==> src/rtl/tenth_div_pkg.sv <==
`timescale 1ns/1ps
package tenth_div_pkg;
  localparam int DIGIT_W = 4;
  localparam logic [DIGIT_W-1:0] BCD_MAX = 4'd9;

  // saturate an out-of-range BCD digit to nine
  function automatic logic [DIGIT_W-1:0] bcd_clamp(input logic [DIGIT_W-1:0] d);
    return (d > BCD_MAX) ? BCD_MAX : d;
  endfunction
endpackage

==> src/rtl/rd_sync_edge.sv <==
`timescale 1ns/1ps
module rd_sync_edge #(
  parameter int STAGES = 2
) (
  input  logic clk,
  input  logic rst,
  input  logic async_in,
  output logic rise
);
  logic [STAGES-1:0] sr_q;
  logic              last_q;

  always_ff @(posedge clk) begin
    if (rst) begin
      sr_q   <= '0;
      last_q <= 1'b0;
    end else begin
      sr_q   <= {sr_q[STAGES-2:0], async_in};
      last_q <= sr_q[STAGES-1];
    end
  end

  assign rise = sr_q[STAGES-1] & ~last_q;
endmodule

==> src/rtl/rd_burst_gen.sv <==
`timescale 1ns/1ps
module rd_burst_gen #(
  parameter int BURST_LEN = 10
) (
  input  logic clk,
  input  logic rst,
  input  logic start,
  output logic tick
);
  localparam int CNT_W = $clog2(BURST_LEN + 1);
  localparam logic [CNT_W-1:0] IDLE = CNT_W'(BURST_LEN);

  logic [CNT_W-1:0] cnt_q;

  always_ff @(posedge clk) begin
    if (rst)       cnt_q <= IDLE;
    else if (start) cnt_q <= '0;
    else if (tick)  cnt_q <= cnt_q + 1'b1;
  end

  assign tick = (cnt_q != IDLE);
endmodule

==> src/rtl/rd_bcd_downcount.sv <==
`timescale 1ns/1ps
module rd_bcd_downcount
  import tenth_div_pkg::*;
#(
  parameter int DIGITS = 2
) (
  input  logic                      clk,
  input  logic                      rst,
  input  logic                      tick,
  input  logic [DIGITS*DIGIT_W-1:0] prog,
  output logic                      at_zero,
  output logic                      strobe
);
  localparam int W = DIGITS * DIGIT_W;

  logic [W-1:0]      cnt_q;
  logic [W-1:0]      cnt_dec;
  logic [W-1:0]      load_val;
  logic [DIGITS-1:0] dzero;
  logic [DIGITS-1:0] borrow;
  logic              at_one;

  for (genvar i = 0; i < DIGITS; i++) begin : g_digit
    logic [DIGIT_W-1:0] cur;
    assign cur      = cnt_q[i*DIGIT_W +: DIGIT_W];
    assign dzero[i] = (cur == '0);
    assign load_val[i*DIGIT_W +: DIGIT_W] = bcd_clamp(prog[i*DIGIT_W +: DIGIT_W]);
    if (i == 0) begin : g_lsd
      assign borrow[i] = 1'b1;
    end else begin : g_upper
      assign borrow[i] = borrow[i-1] & dzero[i-1];
    end
    assign cnt_dec[i*DIGIT_W +: DIGIT_W] =
      !borrow[i] ? cur : (dzero[i] ? BCD_MAX : cur - 1'b1);
  end

  assign at_zero = &dzero;
  assign at_one  = (cnt_q[DIGIT_W-1:0] == 4'd1) & (&dzero[DIGITS-1:1]);

  always_ff @(posedge clk) begin
    if (rst) begin
      cnt_q  <= load_val;
      strobe <= 1'b0;
    end else begin
      strobe <= 1'b0;
      if (tick) begin
        if (at_one || at_zero) begin
          cnt_q  <= load_val;
          strobe <= at_one;
        end else begin
          cnt_q <= cnt_dec;
        end
      end
    end
  end
endmodule

==> src/rtl/tenth_rate_divider.sv <==
`timescale 1ns/1ps
module tenth_rate_divider
  import tenth_div_pkg::*;
#(
  parameter int SYNC_STAGES = 2,
  parameter int BURST_LEN   = 10
) (
  input  logic               clk,
  input  logic               rst,
  input  logic               pulse_in,
  input  logic [DIGIT_W-1:0] div_units,
  input  logic [DIGIT_W-1:0] div_tenths,
  output logic               pulse_out
);
  logic rise_w;
  logic tick_w;
  logic zero_w;

  rd_sync_edge #(.STAGES(SYNC_STAGES)) u_sync (
    .clk(clk), .rst(rst), .async_in(pulse_in), .rise(rise_w)
  );

  rd_burst_gen #(.BURST_LEN(BURST_LEN)) u_burst (
    .clk(clk), .rst(rst), .start(rise_w), .tick(tick_w)
  );

  rd_bcd_downcount #(.DIGITS(2)) u_count (
    .clk(clk), .rst(rst), .tick(tick_w),
    .prog({div_units, div_tenths}),
    .at_zero(zero_w), .strobe(pulse_out)
  );
endmodule

==> config.mk <==
export PLATFORM = sky130hd
export DESIGN_NAME = tenth_rate_divider
export DESIGN_NICKNAME = d
export VERILOG_FILES = /design/src/rtl/tenth_div_pkg.sv /design/src/rtl/rd_sync_edge.sv /design/src/rtl/rd_burst_gen.sv /design/src/rtl/rd_bcd_downcount.sv /design/src/rtl/tenth_rate_divider.sv
export SDC_FILE = /design/constraint.sdc
export NUM_CORES = 1
export LEC_CHECK = 0
export ABC_AREA = 1
export BUFFER_PORTS_ARGS = -buffer_cell sky130_fd_sc_hd__buf_2
export CORE_MARGIN = 2
export CORE_UTILIZATION = 44
export CTS_CLUSTER_DIAMETER = 200
export DETAILED_ROUTE_END_ITERATION = 10
export GPL_TIMING_DRIVEN = 0
export PLACE_DENSITY = 0.64
export SETUP_SLACK_MARGIN = 0.02
export SLEW_MARGIN = 20
export SYNTH_ARGS = -nofsm -noshare
export SYNTH_HDL_FRONTEND = slang
export SYNTH_HIERARCHICAL = 1
export SYNTH_SLANG_ARGS = --single-unit
==> constraint.sdc <==
create_clock -name clk -period 2.1 [get_ports clk]
set_clock_uncertainty 0.2 [all_clocks]
set_input_delay 0.21 -clock clk [delete_from_list [all_inputs] [get_ports clk]]
set_output_delay 0.21 -clock clk [all_outputs]
set_load 0.1 [all_outputs]
==> qor.txt <==
Final #Nets = 154
post-synthesis instance area = 932 um^2
Fillers = 191
Reg clk slew, reported paths = 90 ps
final design utilization = 54.9%
antenna-violating nets left = 0
Initial DRT Pass Iterations = 4
Reg2Reg Setup Slack = 500 ps
Worst Reg-to-Reg Cells = 7
HP Start = div_tenths[0]
number of buffer and inverter instances along the worst setup path = 4
GR Util All Layers = 14.5%
pwr/cell area = 766 nW/um^2
via count of the first global-routing pass = 711
WL final = 1510 um
crit start category = input pin
M1 wire length = 687 um
VDD IR-drop max = 0.462 mV
slowest library cell on the worst path = sky130_fd_sc_hd__dlygate4sd3_1
x dimension of the die = 50.0 um
DRC violations left = 0
iteration-0 DRC count of the detailed router = 8
commonest cells after routing, fill and taps aside = sky130_fd_sc_hd__nand2_1, sky130_fd_sc_hd__inv_1, sky130_fd_sc_hd__nor2_1
Port Buffers = 11
static leakage power = 0.571 nW
launch point of the worst reg-to-reg path = u_count/cnt_q[4]
clock buffers created by TritonCTS = 3
global-route wire length before repair = 2840 um
share of post-route cells with drive strength above 1 = 24.6%
clock root buffer master = sky130_fd_sc_hd__clkbuf_4
GR Overflow Total = 0
met2 WL = 771 um
final number of hold-violating endpoints = 0
unrepaired setup endpoints after global routing = no
worst-case hold slack = 93.5 ps
cell breakdown of the critical path = dlygate4sd3_1 > buf_2 > clkinv_1 > nand2_1 > o21ai_1 > inv_1
most common library cell in the layout ignoring fill and taps = sky130_fd_sc_hd__nand2_1
family with the most delay on the worst path = buffers and inverters
area of the core = 1980 um^2
total of warnings raised by yosys = 6
HPWL after detailed placement = 1230 um
endpoint of the worst hold-timing path = u_count/cnt_q[0]
vias after detailed routing = 772
Worst Setup End Kind = flip-flop
biggest fanout along the worst timing path = 9
Crit path required time = 1900 ps
num rows = 16
vias per cell = 4.57
Final setup violation count = 0
initial antenna violation count = 0
worst-skew pair later-pin latency = 280 ps
arrival time worst endpoint = 1740 ps
outcome = finished clean
post-CTS setup repair buffer count = 0
Worst Hold Path Cells = 4
Largest stage delay, worst path = 520 ps
Chip Height = 50.0 um
Final Cycle Share = 92.2%
CTS HTree Levels = 1
Levels on crit path = 6
maximum number of pins on one net before global-route repair = 10
met3 wire len = 25 um
total chip power = 0.832 mW
top layer in use = met4
layout-stage area growth over the synthesis result = 16.6%
Post-Synthesis Net Count = 135
total negative setup slack = 0 ps
# clock sinks = 16
class of the tightest hold or removal check = input pin to flip-flop
worst-case headroom to the max-slew limit = 68.0%
syn_area_per_cell = 7.52 um^2
maximum count of clock buffers along a single path = 2
CTS tree = yes
Initial Utilization = 47.0%
Tmin final = 1940 ps
Fmax achieved = 517 MHz
pins over their slew limit = 0
reported max-cap violation count = 0
number of placed I/O pins = 12
worst r2r dst = u_count/cnt_q[5]
# diodes = 0
die footprint = 2500 um^2
worst-margin pin slew = 483 ps
routability-driven placement congestion ratio = 0.817
Setup Crit Path Kind = input pin to flip-flop
routed length per placed instance = 8.92 um
Gate Count Post-Synth = 124
==> per-stage QoR <==
step                      worst slack [ps]  cell area [um^2]  cells
final                                  164              1090    169
after global routing                  38.6              1090    169
after CTS                              169              1090    169
after detailed placement               389              1020    162
after global placement                 397              1020    162
after floorplan                        603               932    124
==> area by class of cell <==
cell class,count,area (um^2),area share (%)
inverters,25,93.8,8.63
clock buffers,4,36.3,3.34
flip-flops and latches,16,400,36.8
repair buffers,14,85.1,7.83
multi-input cells,83,438,40.3
well taps,27,33.8,3.11
==> power breakdown <==
part	internal [mW]	leakage, nW	switching, mW
Clock	0.106	0.0210	0.0944
Combinational	0.0818	0.402	0.143
Sequential	0.379	0.148	0.0289
==> routing by layer <==
layer | up-vias | track usage (%)
met5 | - | 0
li1 | 419 | -
met4 | 0 | 5.56
met3 | 2 | 1.82
met2 | 7 | 25.7
met1 | 344 | 17.7
==> flip-flops by register name, indices dropped and copies added (netlist names) <==
register        cells
u_sync/last_q       1
u_sync/sr_q         2
u_count/cnt_q       8
u_count/strobe      1
u_burst/cnt_q       4
==> worst reg2reg max path: stages, from the launching register on <==
cell and delay (ps):
sky130_fd_sc_hd__edfxtp_1 410, sky130_fd_sc_hd__inv_2 90, sky130_fd_sc_hd__nand2_2 100, sky130_fd_sc_hd__nor2_8 160, sky130_fd_sc_hd__nand2_4 80, sky130_fd_sc_hd__nand2_2 80, sky130_fd_sc_hd__o21ai_1 70, sky130_fd_sc_hd__inv_1 140
==> timing repair <==
action / in CTS / in global routing
endpoints found under the hold margin: 3 / 0
resized for setup: 0 / 0
hold buffers: 3 / 0
==> worst max-delay path by stage <==
stage | start | to | slack (ps)
floorplan | u_count/cnt_q[4] | u_count/cnt_q[4] | 600
global placement | rst | u_count/cnt_q[4] | 400
detailed placement | rst | u_count/cnt_q[5] | 390
CTS | rst | u_count/cnt_q[5] | 170
global route | rst | u_count/cnt_q[4] | 40
finish | rst | u_count/cnt_q[5] | 160
(Power assumes the default switching activity.)
